===== src/rtl/adc_trim_pkg.sv =====
package adc_trim_pkg;

    localparam int RAW_W    = 12;
    localparam int CAL_W    = 32;
    localparam int FIELD_W  = 10;
    localparam int OFF_LSB  = 0;
    localparam int GAIN_LSB = 10;
    localparam int EN_BIT   = 20;
    localparam int BIAS     = 512;
    localparam int CORR_W   = FIELD_W + 1;
    localparam int STEPS    = 4096;
    localparam int FS_UV    = 1500000;
    localparam int PROD_W   = 48;
    localparam int DIFF_W   = RAW_W + 2;
    localparam int MAG_W    = RAW_W + 1;
    localparam int DVS_W    = RAW_W + 1;
    localparam int RES_W    = 32;
    localparam int DVS_MIN  = STEPS - BIAS;
    localparam int DVS_MAX  = STEPS + BIAS - 1;

    typedef struct packed {
        logic signed [CORR_W-1:0] off;
        logic signed [CORR_W-1:0] gain;
    } trim_t;

    typedef enum logic [1:0] {
        ST_IDLE = 2'd0,
        ST_PREP = 2'd1,
        ST_RUN  = 2'd2
    } conv_state_e;

    function automatic logic signed [CORR_W-1:0] field_to_corr(input logic [FIELD_W-1:0] f);
        return $signed({1'b0, f}) - CORR_W'(BIAS);
    endfunction

endpackage


===== src/rtl/trim_capture.sv =====
module trim_capture
    import adc_trim_pkg::*;
(
    input  logic             clk,
    input  logic             rst,
    input  logic             load_i,
    input  logic [CAL_W-1:0] cal_word_i,
    output trim_t            trim_o,
    output logic             have_o
);
    trim_t trim_q;
    trim_t trim_d;
    logic  have_q;

    always_comb begin
        if (cal_word_i[EN_BIT]) begin
            trim_d.off  = field_to_corr(cal_word_i[OFF_LSB  +: FIELD_W]);
            trim_d.gain = field_to_corr(cal_word_i[GAIN_LSB +: FIELD_W]);
        end else begin
            trim_d.off  = '0;
            trim_d.gain = '0;
        end
    end

    always_ff @(posedge clk) begin
        if (rst) begin
            trim_q <= '0;
            have_q <= 1'b0;
        end else if (load_i && !have_q) begin
            trim_q <= trim_d;
            have_q <= 1'b1;
        end
    end

    assign trim_o = trim_q;
    assign have_o = have_q;
endmodule


===== src/rtl/trim_scaler.sv =====
module trim_scaler
    import adc_trim_pkg::*;
(
    input  logic [RAW_W-1:0]  raw_i,
    input  trim_t             trim_i,
    output logic [PROD_W-1:0] dividend_o,
    output logic [DVS_W-1:0]  divisor_o,
    output logic              under_o
);
    localparam logic [PROD_W-1:0] FS_VEC = PROD_W'(FS_UV);
    localparam logic signed [DIFF_W-1:0] STEPS_S = DIFF_W'(STEPS);

    logic signed [DIFF_W-1:0] diff;
    logic signed [DIFF_W-1:0] dvs_full;
    logic [MAG_W-1:0]         mag;
    logic [PROD_W-1:0]        mag_ext;

    always_comb begin
        diff     = $signed({2'b00, raw_i})
                 - $signed({{(DIFF_W-CORR_W){trim_i.off[CORR_W-1]}}, trim_i.off});
        under_o  = diff[DIFF_W-1];
        mag      = under_o ? '0 : diff[MAG_W-1:0];
        mag_ext  = {{(PROD_W-MAG_W){1'b0}}, mag};
        dividend_o = mag_ext * FS_VEC;
        dvs_full = STEPS_S
                 + $signed({{(DIFF_W-CORR_W){trim_i.gain[CORR_W-1]}}, trim_i.gain});
        divisor_o = dvs_full[DVS_W-1:0];
    end
endmodule


===== src/rtl/seq_divider.sv =====
module seq_divider #(
    parameter int DVD_W = 48,
    parameter int DVS_W = 13
) (
    input  logic             clk,
    input  logic             rst,
    input  logic             start_i,
    input  logic [DVD_W-1:0] dividend_i,
    input  logic [DVS_W-1:0] divisor_i,
    output logic             busy_o,
    output logic             last_o,
    output logic             done_o,
    output logic [DVD_W-1:0] quot_o
);
    localparam int CNT_W = $clog2(DVD_W + 1);

    logic             run_q;
    logic             done_q;
    logic [CNT_W-1:0] cnt_q;
    logic [DVD_W-1:0] quo_q;
    logic [DVD_W-1:0] res_q;
    logic [DVS_W:0]   rem_q;
    logic [DVS_W-1:0] dvs_q;

    logic [DVS_W:0]   shifted;
    logic [DVS_W+1:0] trial;
    logic             fits;

    always_comb begin
        shifted = {rem_q[DVS_W-1:0], quo_q[DVD_W-1]};
        trial   = {1'b0, shifted} - {2'b00, dvs_q};
        fits    = !trial[DVS_W+1];
    end

    always_ff @(posedge clk) begin
        if (rst) begin
            run_q  <= 1'b0;
            done_q <= 1'b0;
            cnt_q  <= '0;
            quo_q  <= '0;
            res_q  <= '0;
            rem_q  <= '0;
            dvs_q  <= '0;
        end else begin
            done_q <= 1'b0;
            if (start_i && !run_q) begin
                quo_q <= dividend_i;
                rem_q <= '0;
                dvs_q <= divisor_i;
                cnt_q <= CNT_W'(DVD_W - 1);
                run_q <= 1'b1;
            end else if (run_q) begin
                rem_q <= fits ? trial[DVS_W:0] : shifted;
                quo_q <= {quo_q[DVD_W-2:0], fits};
                if (cnt_q == '0) begin
                    run_q  <= 1'b0;
                    done_q <= 1'b1;
                    res_q  <= {quo_q[DVD_W-2:0], fits};
                end else begin
                    cnt_q <= cnt_q - 1'b1;
                end
            end
        end
    end

    assign busy_o = run_q;
    assign last_o = run_q && (cnt_q == '0);
    assign done_o = done_q;
    assign quot_o = res_q;
endmodule


===== src/rtl/adc_trim_conv.sv =====
module adc_trim_conv
    import adc_trim_pkg::*;
(
    input  logic             clk,
    input  logic             rst,
    input  logic             start_i,
    input  logic [RAW_W-1:0] raw_i,
    input  logic [CAL_W-1:0] cal_word_i,
    output logic             busy_o,
    output logic             done_o,
    output logic [RES_W-1:0] result_o
);
    conv_state_e       state_q;
    logic [RAW_W-1:0]  raw_q;
    logic              accept;
    trim_t             trim_s;
    logic              trim_have;
    logic [PROD_W-1:0] dividend;
    logic [DVS_W-1:0]  divisor;
    logic              under;
    logic              div_start;
    logic              div_busy;
    logic              div_last;
    logic              div_done;
    logic [PROD_W-1:0] div_quot;

    assign accept    = start_i && (state_q == ST_IDLE);
    assign div_start = (state_q == ST_PREP);

    always_ff @(posedge clk) begin
        if (rst) begin
            state_q <= ST_IDLE;
            raw_q   <= '0;
        end else begin
            case (state_q)
                ST_IDLE: if (accept) begin
                    raw_q   <= raw_i;
                    state_q <= ST_PREP;
                end
                ST_PREP: state_q <= ST_RUN;
                ST_RUN:  if (div_last) state_q <= ST_IDLE;
                default: state_q <= ST_IDLE;
            endcase
        end
    end

    trim_capture cap_i (
        .clk        (clk),
        .rst        (rst),
        .load_i     (accept),
        .cal_word_i (cal_word_i),
        .trim_o     (trim_s),
        .have_o     (trim_have)
    );

    trim_scaler scl_i (
        .raw_i      (raw_q),
        .trim_i     (trim_s),
        .dividend_o (dividend),
        .divisor_o  (divisor),
        .under_o    (under)
    );

    seq_divider #(
        .DVD_W (PROD_W),
        .DVS_W (DVS_W)
    ) div_i (
        .clk        (clk),
        .rst        (rst),
        .start_i    (div_start),
        .dividend_i (dividend),
        .divisor_i  (divisor),
        .busy_o     (div_busy),
        .last_o     (div_last),
        .done_o     (div_done),
        .quot_o     (div_quot)
    );

    assign busy_o   = (state_q != ST_IDLE);
    assign done_o   = div_done;
    assign result_o = div_quot[RES_W-1:0];
endmodule


===== config.mk =====
export PLATFORM = sky130hd
export DESIGN_NAME = adc_trim_conv
export DESIGN_NICKNAME = d
export VERILOG_FILES = /design/src/rtl/adc_trim_pkg.sv /design/src/rtl/trim_capture.sv /design/src/rtl/trim_scaler.sv /design/src/rtl/seq_divider.sv /design/src/rtl/adc_trim_conv.sv
export SDC_FILE = /design/constraint.sdc
export NUM_CORES = 1
export LEC_CHECK = 0
export BUFFER_PORTS_ARGS = -buffer_cell sky130_fd_sc_hd__buf_2
export CORE_ASPECT_RATIO = 0.5
export CORE_MARGIN = 3
export CORE_UTILIZATION = 56
export DETAILED_ROUTE_END_ITERATION = 8
export PLACE_DENSITY_LB_ADDON = 0.12
export SLEW_MARGIN = 20
export SYNTH_ARGS = -nofsm -noshare
export SYNTH_HDL_FRONTEND = slang
export SYNTH_SLANG_ARGS = --single-unit

===== constraint.sdc =====
create_clock -name clk -period 7.01 [get_ports clk]
set_input_delay 2.103 -clock clk [delete_from_list [all_inputs] [get_ports clk]]
set_output_delay 2.103 -clock clk [all_outputs]
set_load 0.01 [all_outputs]

**Yosys cells after proc, flatten, opt, wreduce, memory -nomap -nowiden**

Cells that the tools add are included.

- Input port bits: 47
- Register bits after elaboration: 151

- Bitwise gates (word level): 3
- Reductions and logical operators: 18
- Add/sub/neg operators: 6
- Muxes and demuxes: 15
- Equal/unequal tests: 5
- Multiply operators: 1

Operators with widths:

| cell | number |
|---|---|
| $mux 34 | 2 |
| $mul 13x16->29 const B | 1 |
| $mux 13 | 2 |
| $mux 22 | 1 |
| $sub 10x10->11 const B | 2 |
| $mux 6 | 3 |
| $sub 14x13->15 | 1 |
| $sub 13x11->14 | 1 |
| $add 13x11->13 const A | 1 |
| $reduce_and 2->1 | 4 |
| $logic_not 6->1 | 1 |
| $ne 2x1->1 const B | 3 |
| $pmux 2 s3 | 1 |
| $sub 6x1->6 const B | 1 |
| $logic_and 1x1->1 | 4 |
| $mux 1 | 4 |
| $mux 2 | 2 |
| $reduce_bool 2->1 | 2 |
| $logic_not 1->1 | 3 |
| $not 1->1 | 3 |
| $reduce_and 3->1 | 1 |
| $reduce_or 3->1 | 1 |
| $eq 2x1->1 const B | 1 |
| $eq 2x2->1 const B | 1 |
| 2 further kinds | 2 |

**Depth between registers and ports, before layout**

Gate-level depths: netlist of the first run.

- Depth in word-level cells: 4
- Depth in mapped cells: 29
- Depth with buffers taken out: 28

**Hierarchy**

From an unflattened synthesis of the first run, not the netlist that was laid out.

- Cell total of the unflattened synthesis: 1,523
- Area total of the unflattened synthesis: 12,532.0 sq um

Modules (own cells, without submodules):

| module | instances | area each (sq um) | cells an instance |
|---|---|---|---|
| seq_divider | 1 | 5,844.4 | 735 |
| trim_scaler | 1 | 5,277.6 | 634 |
| trim_capture | 1 | 779.5 | 95 |
| adc_trim_conv | 1 | 630.6 | 59 |

**Least setup slack after synthesis of the first run**

OpenSTA, ideal clock, no wires.

- Kind: register to register
- Start point: register cap_i.trim_q (netlist bit cap_i.trim_o[12])
- End point: register div_i.quo_q[29]
- Period minus slack after synthesis: 7.008 ns
- Buffers on the path: 1
- Setup slack: 0.002 ns
- Stages on the path, launching flop included: 28
- Data arrival time: 6.881 ns
- Setup time: 0.127 ns
- Required time: 6.883 ns
- Cell sequence: dfxtp_1 -> inv_1 -> ha_1 -> nor2b_1 -> o31a_1 -> o31a_1 -> a221o_1 -> a21oi_2 -> xnor2_1 -> buf_6 -> o31a_1 -> ha_1 -> inv_1 -> fa_1 -> inv_1 -> fa_1 -> fa_1 -> inv_1 -> fa_1 -> inv_1 -> ha_1 -> nand2_1 -> or3_1 -> a21o_1 -> a311oi_1 -> nor2b_1 -> o2111a_1 -> or3_1

- Longest elaborated chain between the ends: 4

Ends and longest elaborated chain:

| element | RTL line | source |
|---|---|---|
| start, declared | trim_capture.sv:11 | `trim_t trim_q;` |
| start signal, assigned | trim_capture.sv:30 | `trim_q <= trim_d;` |
| $sub 13x11->14 | trim_scaler.sv:20 | `- $signed({{(DIFF_W-CORR_W){trim_i.off[CORR_W-1]}}, trim_i.off});` |
| $mux 13 | trim_scaler.sv:22 | `mag = under_o ? '0 : diff[MAG_W-1:0];` |
| $mul 13x16->29 | trim_scaler.sv:24 | `dividend_o = mag_ext * FS_VEC;` |
| $mux 34 | seq_divider.sv:46 | `if (start_i && !run_q) begin` |
| end signal, assigned | seq_divider.sv:47 | `quo_q <= dividend_i;` |
| end signal, assigned | seq_divider.sv:54 | `quo_q <= {quo_q[DVD_W-2:0], fits};` |
| end, declared | seq_divider.sv:20 | `logic [DVD_W-1:0] quo_q;` |

No other way between the ends.
A chain may end at the register's enable or synchronous reset.

**Worst setup path in the final report of the first run**

- Start point: register raw_q[0]
- End point: register div_i.quo_q[25]

- Longest elaborated chain between the ends: 4

Ends and longest elaborated chain:

| element | RTL line | source |
|---|---|---|
| start, declared | adc_trim_conv.sv:14 | `logic [RAW_W-1:0] raw_q;` |
| start signal, assigned | adc_trim_conv.sv:37 | `raw_q <= raw_i;` |
| $sub 13x11->14 | trim_scaler.sv:20 |  |
| $mux 13 | trim_scaler.sv:22 |  |
| $mul 13x16->29 | trim_scaler.sv:24 |  |
| $mux 34 | seq_divider.sv:46 |  |

No other way between the ends.

==> results of run 1 <==
[cell families after synthesis]
group                    synth area share
multiplexers                       0.0269
adder cells (fa/ha/maj)             0.267
flip-flops                          0.263
XOR/XNOR                           0.0258
AO/OA/AOI/OAI                       0.168
AND/OR/NAND/NOR                     0.162
buffers and inverters              0.0869
[worst reg2reg max path, delay by kind of cell (launching register included)]
kind,cells,cell delay [ps]
fa+ha+maj,8,3200
compound gates,8,1590
simple gates,6,1290
buf+inv,7,630
flops,1,330
[worst max-delay path by stage]
stage	depth (start not counted)	end	slack, ps
floorplan	27	div_i.quo_q[29]	2
global placement	28	div_i.quo_q[29]	-310
detailed placement	28	div_i.quo_q[29]	-390
CTS	29	div_i.quo_q[25]	-0.7
global route	31	div_i.quo_q[25]	-290
finish	29	div_i.quo_q[25]	-110
[through the flow]
stage	instances	cell area (um2)	hold slack [ps]
finish	1772	13700	451
global route	1772	13700	472
CTS	1765	13200	455
detailed placement	1724	12300	445
global placement	1724	12300	440
floorplan	1370	11200	432
[layout by cell type, fill, tap and decap left out, drive strengths merged, types with 5 or more instances in the layout]
master	netlist	routed
buf	6	172
dfxtp	147	147
xor2	9	9
nor2b	10	10
o31a	8	8
or3	8	8
o21bai	5	5
a31oi	6	6
or2	5	5
o21a	13	13
nand4	8	8
nor2	88	88
and3	14	14
nand2b	12	12
fa	72	72
a21o	20	20
o22ai	8	8
a211o	6	6
xnor2	24	24
clkinv	1	10
nor3	12	12
a221oi	5	5
inv	194	199
mux2i	29	29
and2	9	9
a211oi	20	20
clkbuf	55	17
a21oi	149	149
ha	124	124
o21ai	34	34
nand3	31	31
nand2	189	189
[sequential cells by signal, indices dropped and copies added (netlist names), 2 cells and up]
| register | count |
|---|---|
| div_i.quo_q | 48 |
| div_i.cnt_q | 6 |
| state_q | 2 |
| div_i.quot_o | 32 |
| div_i.dvs_q | 11 |
| raw_q | 12 |
| cap_i.trim_o | 20 |
| div_i.rem_q | 13 |
[area by class of cell]
| class | count | area (um2) | share of cell area |
|---|---|---|---|
| repair buffers | 172 | 1140 | 0.0837 |
| clock inverters | 15 | 188 | 0.0137 |
| well taps | 259 | 324 | 0.0237 |
| inverters | 195 | 732 | 0.0536 |
| clock buffers | 17 | 425 | 0.0311 |
| flip-flops and latches | 147 | 2950 | 0.216 |
| multi-input cells | 967 | 7900 | 0.578 |
[timing repair]
action | 4_1_cts | 5_1_grt
pin swaps | 20 | 54
buffers inserted | 10 | 9
gates resized for setup | 49 | 76
endpoints found under the hold margin | 0 | 0
endpoints found under the setup margin | 14 | 16
[routing by layer]
metal,wire length (um),GRT usage
met4,576,0.0556
met1,14200,0.398
met2,13000,0.415
met3,1570,0.0392
met5,0,0
==> out/metrics.yaml, run 1 <==
outcome:
  status: "complete, but fails checks"
  violations: "negative setup slack"
setup_path:
  crit_family: "adder cells"
  r2r_end: "div_i.quo_q[25]"
  critPathMaxStageDelay_ps: 590
  path_max_fanout: 3
  reg2regPathDepth: 29
  arrival_ps: 7460
  crit_path_start_kind: "flop"
  r2r_setup_slack_ps: -110
  end_kind: "flop"
  crit_slowest_cell: "fa_1"
  cp.required_ps: 7350
  cp.buffers_inverters: 7
  critPathKind: "flop to flop"
  critical_path.startpoint: "raw_q[0]"
  r2r_start: "raw_q[0]"
hold_path:
  min_path_cells: 2
  hold_start: "cap_i.trim_o[14]"
  hp-class: "flop to flop"
  min_to: "cap_i.trim_o[14]"
grt:
  antenna_found_initial: 0
  first_global_vias: 9573
  grt_overflow: 0
  grt.total_usage: 0.268
  grt_pass1_wl_mm: 47.3
  grt_max_degree: 93
clock_tree:
  clk_pin_slew_worst_paths_ps: 70
  cts.sinks: 147
  cts_tree: "yes"
  clockBufferDepth: 2
  cts_buffers: 17
  cts_root_buf: "clkbuf_16"
  htreeDepth: 4
  holdBufCountCts: 0
  clk_latency_ps: 430
sta:
  final_max_slew_viol_count: 0
  finalSetupTns_ps: -106
  setup_slack_ps: -106
  layout_min_cycle_time_ps: 7120
  setup_viol: 2
  skew_ps: 12.7
  slew_headroom: 0.326
  fin_crit_sh: 1.02
  hold_viol_final: 0
  rsz0062_at_grt: "true"
  fmax_mhz: 141
  tightest_slew_ps: 1010
die:
  io_pins: 81
  row_count: 35
  die_w_um: 206
  initial_core_util: 0.589
  fp.dieH_um: 106
  coreArea_mm2: 0.0190
  dieArea_mm2: 0.0218
logic_synthesis:
  synth_flop_cell: "dfxtp_1"
  ys_ff_latch: 147
  yosysTopAreaCell: "dfxtp_1"
  synth_common_cells: "inv_1 (194), nand2_1 (189), a21oi_1 (148), dfxtp_1 (147), ha_1 (124)"
  synth_area_leaders: "dfxtp_1 (26%), ha_1 (14%), fa_1 (13%), a21oi_1 (6.6%), inv_1 (6.5%)"
  synthCells: 1370
  yosysMostFrequentCell: "inv_1"
  avgSynthCellArea_um2: 8.17
  synth_warnings: 0
  syn_area_mm2: 0.0112
  synth.top_cell.area_share: 0.263
  ys_types: 65
  synthArstFlopShare: 0
  synth_edf_count: 0
  ys_seq_area_frac: 0.263
  syn_nets: 1613
routing:
  vias: 9951
  avgViaCountPerCell: 5.62
  drc: 0
  routed_wl_mm: 29.3
  post_drt_wl_per_cell_um: 16.5
  ant_nets: 0
  dr.first_iter.drc_count: 673
  dr.pass1.iters: 7
cells_and_area:
  final_nets: 1743
  area_growth_pct: 22.0
  antenna_cells: 0
  fillCellCount: 1510
  drive_gt1_frac: 0.205
  final_core_util: 0.719
place:
  place.gp.congestion: 0.921
  io_buffers: 69
  dp_hpwl_mm: 21.6
  preCtsSetupSlack_ps: -385
flow_run:
  max_cap_viol_count: 0
Power of run 1 is left out: the tool's default activity adds up to more than one toggle a clock period on the data nets, which glitch-free logic cannot reach.
==> run 2, diff against run 1 <==
--- a/config.mk
+++ b/config.mk
@@ -8,10 +8,11 @@
 export BUFFER_PORTS_ARGS = -buffer_cell sky130_fd_sc_hd__buf_2
 export CORE_ASPECT_RATIO = 0.5
 export CORE_MARGIN = 3
-export CORE_UTILIZATION = 56
+export CORE_UTILIZATION = 57
 export DETAILED_ROUTE_END_ITERATION = 8
 export PLACE_DENSITY_LB_ADDON = 0.12
 export SLEW_MARGIN = 20
 export SYNTH_ARGS = -nofsm -noshare
 export SYNTH_HDL_FRONTEND = slang
+export SYNTH_HIERARCHICAL = 1
 export SYNTH_SLANG_ARGS = --single-unit
==> run 2 against run 1 <==
  * The run now ends clean
  * Utilization fell by 1.5 points
  * Critical path type unchanged
  * Register-to-register slack improved by 360 ps
  * Clock skew rose by 0.66 ps
  * Worst setup slack improved by 360 ps
  * Highest routed layer unchanged
  * Die area rose by 5.1%
  * First-iteration DRC count rose by 21%
  * Design area rose by 3.3%
==> out/metrics.yaml, run 2 <==
sta:
  setup_viol: 0  # -2
  slew_headroom: 0.333  # +0.00669
  fmax_mhz: 148  # +5.3%
  fin_crit_sh: 0.964  # -0.0508
  hold_viol_final: 0  # unchanged
  skew_ps: 13.4  # +0.662 ps
  layout_min_cycle_time_ps: 6760  # -356 ps
  final_max_slew_viol_count: 0  # unchanged
  tightest_slew_ps: 1000  # -10.0 ps
clock_tree:
  cts.sinks: 149  # +1.4%
  cts_buffers: 17  # unchanged
  htreeDepth: 4  # unchanged
  holdBufCountCts: 0  # unchanged
  clockBufferDepth: 2  # unchanged
  clk_pin_slew_worst_paths_ps: 70  # about the same
  cts_tree: "yes"
  clk_latency_ps: 440  # about the same
  cts_root_buf: "clkbuf_16"
flow_run:
  max_cap_viol_count: 0  # unchanged
cells_and_area:
  final_area_mm2: 0.0141  # +3.3%
  antenna_cells: 0  # unchanged
  largest_register: "div_i/quo_q"
  drive_gt1_frac: 0.199  # -0.00566
  area_growth_pct: 17.6
  fin_cells: 1832  # +3.4%
  final_nets: 1793  # +2.9%
  largest_register_ffs: 48  # unchanged
  final_common_cell: "inv_1"
  layout_common_cells: "inv_1 (166), a21oi_1 (144), nand2_1 (143)"
routing:
  vias: 10100  # +1.8%
  dr.first_iter.drc_count: 815  # +21%
  dr.pass1.iters: 6  # -1
  avgViaCountPerCell: 5.53  # -1.5%
  ant_nets: 0  # unchanged
  routed_wl_mm: 29.1  # -0.82%
  drc: 0  # unchanged
  post_drt_wl_per_cell_um: 15.9  # -4.1%
setup_path:
  worst-path-stages: 29  # unchanged
  crit_family: "adder cells"
  end_kind: "flop"
  crit_slowest_cell: "fa_2"
  critPathKind: "flop to flop"
  arrival_ps: 7050  # -410 ps
  cp_common_cell: "inv_1"
  reg2regPathDepth: 29  # unchanged
  critPathMaxStageDelay_ps: 590  # about the same
  cp.buffers_inverters: 6  # -1
  cp.required_ps: 7300  # -50 ps
  crit_path_start_kind: "flop"
  path_max_fanout: 6  # +3
die:
  fp.dieH_um: 109  # +2.5%
  initial_core_util: 0.599  # +0.00961
  row_count: 36  # +2.9%
  dieArea_mm2: 0.0229  # +5.1%
  coreArea_mm2: 0.0200  # +5.5%
  die_w_um: 211  # +2.5%
  io_pins: 81  # unchanged
grt:
  first_global_vias: 9496  # -0.80%
  grt_max_degree: 112  # +20%
  grt.total_usage: 0.247  # -0.0205
  grt_overflow: 0  # unchanged
  grt_pass1_wl_mm: 46.1  # -2.5%
  antenna_found_initial: 0  # unchanged
place:
  io_buffers: 69  # unchanged
  dp.cells: 1787  # +3.7%
  placed_area_mm2: 0.0128  # +4.2%
  dp_hpwl_mm: 21.5  # -0.85%
  place.gp.congestion: 0.978  # +6.2%
hold_path:
  hp-class: "flop to flop"
  min_path_cells: 2  # unchanged
outcome:
  status: "complete, no violations"
logic_synthesis:
  syn_area_mm2: 0.0120  # +7.2%
  synthCells: 1457  # +6.4%
  avgSynthCellArea_um2: 8.24  # +0.78%
  synth_warnings: 6  # +6
run 2: cell types whose count changed in the layout (fill, tap and decap cells not counted), moves of 7 or more:
cell      change
and3_1        -7
o31a_1        -7
and4_1        +9
nor2_1       +36
mux2i_1      +32
nand2b_1     +22
nand2_1      -44
inv_1        -14
conb_1       +19
a211oi_1      -7
nor3_1        +9
o22ai_1       -7
run 2: area by class of cell:
cell class              instances  area [um2]
flip-flops and latches        149        3000
repair buffers                161        1040
inverters                     176         661
well taps                     266         333
clock inverters                11         114
multi-input cells            1048        8510
fillers                      1552        5930
clock buffers                  21         460
run 2: metal layers:
| layer | part of all wire | GRT usage | up-vias |
|---|---|---|---|
| li1 | - | - | 5031 |
| met1 | 0.49 | 0.360 | 4874 |
| met2 | 0.45 | 0.391 | 210 |
| met3 | 0.050 | 0.0494 | 20 |
| met4 | 0.0071 | 0.0377 | 0 |
| met5 | 0 | 0 | - |
run 2: final timing paths:
path | startpoint | slack [ps] | endpoint
worst min-delay path | div_i/quot_o[26] | 450 | div_i/quot_o[26]
worst max-delay path | cap_i/trim_o[15] | 250 | div_i/quo_q[31]
worst min register to register | div_i/quot_o[26] | 450 | div_i/quot_o[26]
worst max register to register | cap_i/trim_o[15] | 250 | div_i/quo_q[31]
run 2: repair_timing:
action	CTS	global route
endpoints found under the setup margin	10	15
setup buffers	1	11
pin swaps	7	43
gates cloned	0	1
gates resized for setup	22	108
run 2: metrics by stage:
step | hold WS, ps | TNS [ps] | utilization | setup WS [ps]
6_report | 451 | 0 | 0.704 | 250
5_1_grt | 472 | -140 | 0.704 | -61.9
4_1_cts | 454 | 0 | 0.673 | 3.25
3_5_place_dp | 445 | -994 | 0.639 | -210
3_3_place_gp | 441 | -77.3 | 0.639 | -44.7
2_1_floorplan | 426 | 0 | - | 221
run 2: worst min-delay path: cells and delay by family, from the launching register on:
kind | cells | cell delay [ps]
simple gates | 1 | 50
compound gates | 1 | 50
flops | 1 | 310
Power of run 2 is left out for the same reason.
